File: src/rtl/eekey_pkg.sv
package eekey_pkg;
  typedef enum logic [1:0] {
    KEY_IDLE  = 2'd0,
    KEY_HALF  = 2'd1,
    KEY_ARMED = 2'd2
  } key_st_t;

  localparam logic [1:0] SEL_ADDR = 2'd0;
  localparam logic [1:0] SEL_DATA = 2'd1;
  localparam logic [1:0] SEL_CTRL = 2'd2;
  localparam logic [1:0] SEL_KEY  = 2'd3;

  localparam logic [7:0] KEY_FIRST  = 8'h55;
  localparam logic [7:0] KEY_SECOND = 8'hAA;

  localparam int B_READ = 0;
  localparam int B_WR   = 1;
  localparam int B_WREN = 2;
  localparam int B_FLAG = 4;
  localparam int B_MSLO = 6;
  localparam int B_MSHI = 7;
endpackage

File: src/rtl/eekey_tracker.sv
module eekey_tracker
  import eekey_pkg::*;
(
  input  logic       clk,
  input  logic       rst,
  input  logic       bus_wr,
  input  logic [1:0] bus_sel,
  input  logic [7:0] bus_wdata,
  output logic       armed
);
  key_st_t st_q;

  always_ff @(posedge clk) begin
    if (rst) begin
      st_q <= KEY_IDLE;
    end else if (bus_wr) begin
      if (bus_sel == SEL_KEY && bus_wdata == KEY_FIRST && st_q == KEY_IDLE)
        st_q <= KEY_HALF;
      else if (bus_sel == SEL_KEY && bus_wdata == KEY_SECOND && st_q == KEY_HALF)
        st_q <= KEY_ARMED;
      else
        st_q <= KEY_IDLE;
    end
  end

  assign armed = (st_q == KEY_ARMED);

  // being armed means the previous bus write was the second key byte
  assert_armed_after_key_R3: assert property (@(posedge clk) disable iff (rst)
    armed |-> $past(bus_wr && bus_sel == SEL_KEY && bus_wdata == KEY_SECOND));

  // any control write consumes the unlock
  assert_unlock_consumed_R4: assert property (@(posedge clk) disable iff (rst)
    (bus_wr && bus_sel == SEL_CTRL) |=> !armed);
endmodule

File: src/rtl/eekey_timer.sv
module eekey_timer #(
  parameter int WR_CYCLES = 16
) (
  input  logic clk,
  input  logic rst,
  input  logic start,
  output logic busy,
  output logic done
);
  localparam int CW = (WR_CYCLES < 2) ? 1 : $clog2(WR_CYCLES);

  logic [CW-1:0] cnt_q;

  always_ff @(posedge clk) begin
    if (rst) begin
      busy  <= 1'b0;
      cnt_q <= '0;
    end else if (busy) begin
      if (cnt_q == '0) busy <= 1'b0;
      else             cnt_q <= cnt_q - 1'b1;
    end else if (start) begin
      busy  <= 1'b1;
      cnt_q <= CW'(WR_CYCLES - 1);
    end
  end

  assign done = busy && (cnt_q == '0);

  // a started write shows busy on the next cycle
  assert_start_busy_R6: assert property (@(posedge clk) disable iff (rst)
    (start && !busy) |=> busy);

  // busy does not drop before the end of the cycle
  assert_busy_holds_R6: assert property (@(posedge clk) disable iff (rst)
    (busy && !done) |=> busy);
endmodule

File: src/rtl/eekey_store.sv
module eekey_store #(
  parameter int AW = 8
) (
  input  logic          clk,
  input  logic          rst,
  input  logic          rd_go,
  input  logic [AW-1:0] rd_addr,
  input  logic          sw_load,
  input  logic [7:0]    sw_data,
  input  logic          wr_go,
  input  logic [AW-1:0] wr_addr,
  input  logic [7:0]    wr_data,
  output logic [7:0]    dat_q
);
  localparam int DEPTH = 1 << AW;

  logic [7:0] mem [DEPTH];

  always_ff @(posedge clk) begin
    if (wr_go) mem[wr_addr] <= wr_data;
  end

  always_ff @(posedge clk) begin
    if (rst)          dat_q <= 8'h00;
    else if (rd_go)   dat_q <= mem[rd_addr];
    else if (sw_load) dat_q <= sw_data;
  end
endmodule

File: src/rtl/eekey_ctl.sv
module eekey_ctl
  import eekey_pkg::*;
#(
  parameter int AW        = 8,
  parameter int WR_CYCLES = 16
) (
  input  logic          clk,
  input  logic          rst,
  input  logic          bus_wr,
  input  logic [1:0]    bus_sel,
  input  logic [7:0]    bus_wdata,
  input  logic          irq_en,
  output logic [AW-1:0] addr_q,
  output logic [7:0]    data_q,
  output logic [7:0]    ctrl_q,
  output logic          irq
);
  logic          armed, busy, done;
  logic          ctrl_wr, rd_go, wr_start;
  logic [1:0]    ms_r;
  logic          wren_r, flag_r;
  logic [AW-1:0] wa_r;
  logic [7:0]    wd_r;

  assign ctrl_wr  = bus_wr && (bus_sel == SEL_CTRL);
  assign rd_go    = ctrl_wr && bus_wdata[B_READ] &&
                    (bus_wdata[B_MSHI:B_MSLO] == 2'b00) && !busy;
  assign wr_start = ctrl_wr && armed && wren_r && bus_wdata[B_WR] &&
                    (bus_wdata[B_MSHI:B_MSLO] == 2'b00) && !busy;

  eekey_tracker i_tracker (
    .clk(clk), .rst(rst), .bus_wr(bus_wr), .bus_sel(bus_sel),
    .bus_wdata(bus_wdata), .armed(armed)
  );

  eekey_timer #(.WR_CYCLES(WR_CYCLES)) i_timer (
    .clk(clk), .rst(rst), .start(wr_start), .busy(busy), .done(done)
  );

  eekey_store #(.AW(AW)) i_store (
    .clk(clk), .rst(rst),
    .rd_go(rd_go), .rd_addr(addr_q),
    .sw_load(bus_wr && bus_sel == SEL_DATA), .sw_data(bus_wdata),
    .wr_go(done), .wr_addr(wa_r), .wr_data(wd_r),
    .dat_q(data_q)
  );

  always_ff @(posedge clk) begin
    if (rst) addr_q <= '0;
    else if (bus_wr && bus_sel == SEL_ADDR) addr_q <= bus_wdata[AW-1:0];
  end

  always_ff @(posedge clk) begin
    if (wr_start) begin
      wa_r <= addr_q;
      wd_r <= data_q;
    end
  end

  always_ff @(posedge clk) begin
    if (rst) begin
      ms_r   <= 2'b00;
      wren_r <= 1'b0;
      flag_r <= 1'b0;
    end else begin
      if (ctrl_wr) begin
        ms_r   <= bus_wdata[B_MSHI:B_MSLO];
        wren_r <= bus_wdata[B_WREN];
        if (!bus_wdata[B_FLAG]) flag_r <= 1'b0;
      end
      if (done) flag_r <= 1'b1;
    end
  end

  assign ctrl_q = {ms_r, 1'b0, flag_r, 1'b0, wren_r, busy, 1'b0};
  assign irq    = flag_r & irq_en;

  // a write cycle begins only right after the key pair
  assert_key_before_write_R3: assert property (@(posedge clk) disable iff (rst)
    $rose(busy) |-> $past(armed));

  // write enable was held before the starting bus write
  assert_wren_prior_R5: assert property (@(posedge clk) disable iff (rst)
    $rose(busy) |-> $past(wren_r));

  // end of cycle clears busy and raises the flag
  assert_done_flag_R7: assert property (@(posedge clk) disable iff (rst)
    done |=> (flag_r && !busy));

  // flag survives unless software writes a zero to it
  assert_flag_sticky_R8: assert property (@(posedge clk) disable iff (rst)
    (flag_r && !(ctrl_wr && !bus_wdata[B_FLAG])) |=> flag_r);

  // flag rises only at write completion
  assert_flag_source_R8: assert property (@(posedge clk) disable iff (rst)
    $rose(flag_r) |-> $past(done));
endmodule

File: config.mk
export PLATFORM = sky130hd
export DESIGN_NAME = eekey_ctl
export DESIGN_NICKNAME = d
export VERILOG_FILES = /design/src/rtl/eekey_pkg.sv /design/src/rtl/eekey_tracker.sv /design/src/rtl/eekey_timer.sv /design/src/rtl/eekey_store.sv /design/src/rtl/eekey_ctl.sv
export SDC_FILE = /design/constraint.sdc
export NUM_CORES = 2
export LEC_CHECK = 0
export ABC_AREA = 1
export BUFFER_PORTS_ARGS = -buffer_cell sky130_fd_sc_hd__clkbuf_2
export CAP_MARGIN = 20
export CORE_ASPECT_RATIO = 1.4
export CORE_MARGIN = 5
export CORE_UTILIZATION = 55
export DETAILED_ROUTE_END_ITERATION = 12
export PLACE_DENSITY = 0.71
export SYNTH_ARGS = -nofsm -noshare
export SYNTH_HDL_FRONTEND = slang
export SYNTH_SLANG_ARGS = --single-unit
export TNS_END_PERCENT = 5
File: constraint.sdc
create_clock -name clk -period 5.1 [get_ports clk]
set_input_delay 1.02 -clock clk [delete_from_list [all_inputs] [get_ports clk]]
set_output_delay 1.02 -clock clk [all_outputs]
set_load 0.02 [all_outputs]
; Word level (Yosys, flattened, before mapping)
; Memories as Yosys holds them, arrays and structs flattened. A register that Yosys moved wholly into a read port is not among the register bits.
; Cells that the tools add are included.
[word_totals]
inputBits = 14
wordCells = 65
out_inout_bits = 25
reg_bits = 43
memories = 1
mem_bits_rw = 2048
[mem_list]
columns = name, depth, width, rd, rd_clocked_by_memory_dff, write_ports, line
row1 = i_store.mem, 256, 8, 1, 1, 1, eekey_store.sv:17  ; logic [7:0] mem [DEPTH];
[op_classes]
n_addsub = 1
bitwise_logic = 1
mux = 17
eq_ne = 9
reduce_logical = 26
[ops]
columns = cell, count
row1 = 8-bit two-way mux, 4
row2 = 1-bit logical AND, 16
row3 = 4-bit two-way mux, 3
row4 = "8-bit by 7-bit == test with 1-bit output, second input constant", 1
row5 = "8-bit == test, second input constant", 1
row6 = 1-bit two-way mux, 8
row7 = "2-bit == test, second input constant", 3
row8 = 2-bit zero test, 3
row9 = 2-bit nonzero test, 3
row10 = "2-bit by 1-bit == test with 1-bit output, second input constant", 2
row11 = 4-bit zero test, 1
row12 = 2-bit two-way mux, 2
row13 = 2-bit AND reduction, 2
row14 = "4-bit by 1-bit subtractor with 4-bit output, second input constant", 1
row15 = "2-bit by 1-bit != test with 1-bit output, second input constant", 1
row16 = "2-bit != test, second input constant", 1
row17 = 1-bit AND, 1
row18 = 1-bit zero test, 1

; Longest topological paths before layout
[logic_depth]
depth_word = 9
ltp_mapped = 17
mapped_depth_nobuf = 13

; Modules after synthesis
; From an unflattened synthesis, not the netlist that was laid out.
[hier_totals]
hier_cells = 7051
hier_area_um2 = 84623.7
[modules_own_cells]
columns = module, area_each_um2, instances, seq_area_each_um2, cells_per_inst
row1 = eekey_store, 83136.0, 1, 61659.1, 6880
row2 = eekey_ctl, 1027.2, 1, 720.7, 91
row3 = eekey_timer, 277.8, 1, 100.1, 42
row4 = eekey_tracker, 182.7, 1, 40.0, 38

; Worst setup path after synthesis
; No wires, ideal clock.
[synth_timing]
kind = register -> register
from = register wd_r[0]
to = memory i_store.mem[0][0], data pin
setup_time_ns = 0.817
path_stages_with_launch = 1
synth_period_minus_slack_ns = 4.046
arrival_ns = 3.228
path_buffers = 0
setup_slack_ns = 1.054
required_time_ns = 4.283
path_cell_list = edfxtp_1
[synth_lines]
columns = element, line
row1 = start: declaration, eekey_ctl.sv:23  ; logic [7:0] wd_r;
row2 = start signal: assignment, eekey_ctl.sv:56  ; wd_r <= data_q;
row3 = end: declaration, eekey_store.sv:17
; Straight into the memory's write port.

==> run_results.csv <==
group,metric,value,unit
status,status,"finished clean",
setup_path,cp_data_required_time,5.78,ns
power_and_ir_drop,total_power,34.0,mW
routing,met3_wirelength,21200,microns
routing,wl_met2,111000,microns
sta,rsz0062_at_grt,"false",
power_and_ir_drop,p_leak,30.8,nW
floorplanning,die_x,342,microns
sta,hold_viol,0,
grt,grt_pass1_vias,54200,
grt,grt_max_degree,257,
synth,ys_seq_area_frac,0.739,
clock_tree,htree_levels,4,
layout,design_area,0.0921,sq mm
routing,routed_wl,227000,microns
placement,io_buffers,35,
sta,setup_viol_count_final,0,
placement,placed_area,0.0861,sq mm
layout,nets,6867,
setup_path,cp-start-kind,"register",
grt,grt_pass1_wl,337000,microns
synth,postSynthCellCount,7030,
clock_tree,clk-insertion-delay-late,0.81,ns
placement,pre_cts_slack,1.56,ns
setup_path,cp.arrival,4.41,ns
layout,final_cell_mix,"edfxtp_1 (2064), nand2_1 (1791), nand3_1 (1714)",
synth,synth_area_leaders,"edfxtp_1 (73%), nand3_1 (10%), nand2_1 (8.0%), nor2_1 (2.1%), buf_2 (1.1%)",
sta,final.min_clock_period,3.73,ns
sta,maxSlewViolCount,0,
floorplanning,die_y,475,microns
floorplanning,start_util,0.553,
routing,dr.max_layer_used,"met5",
floorplanning,io_pins,39,
floorplanning,die_area,0.162,sq mm
sta,fin_crit_sh,0.731,
sta,finalSetupTns,0,ns
routing,drc,0,
routing,num_vias,55800,
synth,ys_seq_elements,2099,
routing,drt_iter0_drc,7462,
setup_path,critPathCaptureType,"register",
power_and_ir_drop,ir_drop,0.000365,V
clock_tree,cts_buffer_depth,3,
placement,dp_hpwl,128000,microns
synth,yosys_warnings,0,
synth,netlist_area,0.0848,sq mm
synth,yosysTopAreaCell,"edfxtp_1",
synth,ys_async_sr_fraction,0,
grt,gr-total-overflow,0,
floorplanning,num_rows,170,
setup_path,max_stage_delay,0.71,ns
synth,ys_types,29,
grt,grt.total_usage,0.276,
sta,fin_hold_ws,0.482,ns
layout,nFillCells,11800,
clock_tree,holdBufCountCts,0,
layout,syn_to_final_growth,8.52,%
sta,worst-slew-pin-transition,1.23,ns
clock_tree,clk_pin_slew_worst_paths,0.06,ns
floorplanning,core,0.153,sq mm
placement,place.gp.congestion,0.892,
setup_path,setup.worst_path.class,"reg2reg",
clock_tree,numClockSinks,2099,
setup_path,slowest_stage,"dfxtp_4",
clock_tree,root_buffer,"clkbuf_16",
layout,drive_gt1_frac,0.0617,
clock_tree,ctsResizeCount,0,
layout,final_common_cell,"edfxtp_1",
routing,wl_met1,83500,microns
power_and_ir_drop,p_per_area,370,mW/mm^2
sta,fmax,268,MHz
sta,slew_headroom,0.177,
synth,synth_flop_cell,"edfxtp_1",
synth,syn_avg_cell_area,12.1,sq um
routing,ant_nets,0,
min_path,min_path_type,"reg2reg",
synth,yosysTopAreaCellShare,0.731,
setup_path,cp_max_fo,256,
synth,synth-edff-count,2064,
routing,wl_per_cell,25.0,microns
min_path,hp-start,"i_tracker.st_q[1]",
clock_tree,cts_buffers,180,
clock_tree,tritoncts,"built",
clock_tree,cts_setup_buffers,0,
routing,vias_per_cell,6.16,
sta,worst_slack,1.37,ns
flow_run,cap_violations,0,
sta,skew,0.0153,ns
routing,firstDrtPassIters,6,
setup_path,crit_top_cell,"nand3_1",
grt,antenna_found_initial,5,
setup_path,cp_cell_sequence,"inv_16 -> buf_12 -> nand2_1 -> nand3_1 -> nand3_1 -> nand3_1 -> nand3_1 -> nand3_1 -> nand3_1 -> nand2_1 -> nand2_1 -> nand3_1 -> nand2_1 -> a21oi_1",
==> final timing paths <==
| path | end | slack [ns] | cells after the start |
|---|---|---|---|
| hold reg to reg | i_tracker.st_q[1] | 0.48 | 2 |
| hold / removal | i_tracker.st_q[1] | 0.48 | 2 |
| setup reg to reg | i_store.dat_q[4] | 1.37 | 14 |
| setup / recovery | i_store.dat_q[4] | 1.37 | 14 |
==> critical path, delay by kind of cell, from the launching register on <==
family | cells | cell delay (ns)
AOI/OAI and AO/OA | 1 | 0.07
buffers and inverters | 2 | 0.80
and+or+nand+nor | 11 | 1.69
DFF | 1 | 0.71
==> sequential cells by signal (all words and copies together) (netlist names), named ones only <==
register        cells
i_store.mem      2048
addr_q              8
i_store.dat_q       8
wa_r                8
wd_r                8
i_timer.cnt_q       4
i_tracker.st_q      2
ms_r                2
flag_r              1
i_timer.busy        1
wren_r              1
==> report_power, final <==
| group | switching, mW | internal [mW] | total (mW) | leakage, nW |
|---|---|---|---|---|
| Clock | 6.19 | 7.60 | 13.8 | 2.82 |
| Sequential | 0.0378 | 18.6 | 18.7 | 18.6 |
| Combinational | 1.12 | 0.430 | 1.55 | 9.36 |
| Total | 7.35 | 26.7 | 34.0 | 30.8 |
==> final cells by class <==
cell class                      instances  area, sq um  area share
Multi-Input combinational cell       4394        19400       0.210
Clock inverter                        120         1150      0.0125
Sequential cell                      2099        62700       0.681
Antenna cell                            3         7.51   0.0000815
Timing Repair Buffer                  127         1280      0.0139
Tap cell                             2064         2580      0.0281
Inverter                               49          218     0.00236
Clock buffer                          215         4750      0.0516
==> cell families after synthesis <==
group           after synthesis  share of synthesized area
compound gates              368                     0.0234
xor+xnor                      2                   0.000207
fa+ha+maj                     2                   0.000295
buf+inv                     539                     0.0334
flops                      2099                      0.739
other cells                   1                  0.0000442
simple gates               4019                      0.204
==> metal layers <==
layer,GRT usage,vias up
met4,0.128,2
met1,0.363,27200
met5,0,-
met3,0.0418,628
met2,0.458,3249
li1,-,24800
==> through the flow <==
| step | cells | util |
|---|---|---|
| 2_1_floorplan | 7032 | - |
| 3_3_place_gp | 8733 | 0.562 |
| 3_5_place_dp | 8733 | 0.562 |
| 4_1_cts | 9068 | 0.600 |
| 5_1_grt | 9069 | 0.600 |
| 6_report | 9071 | 0.600 |
==> Yosys cell counts (24+ instances only) <==
master,number
edfxtp_1,2064
nand2_1,1807
nand3_1,1714
nor2_1,482
buf_2,189
o21ai_0,173
clkbuf_1,114
o22ai_1,106
buf_4,100
buf_1,63
o21ai_1,61
inv_1,44
dfxtp_1,35
a21oi_1,24
No activity file was read; power rests on OpenSTA's default activity.
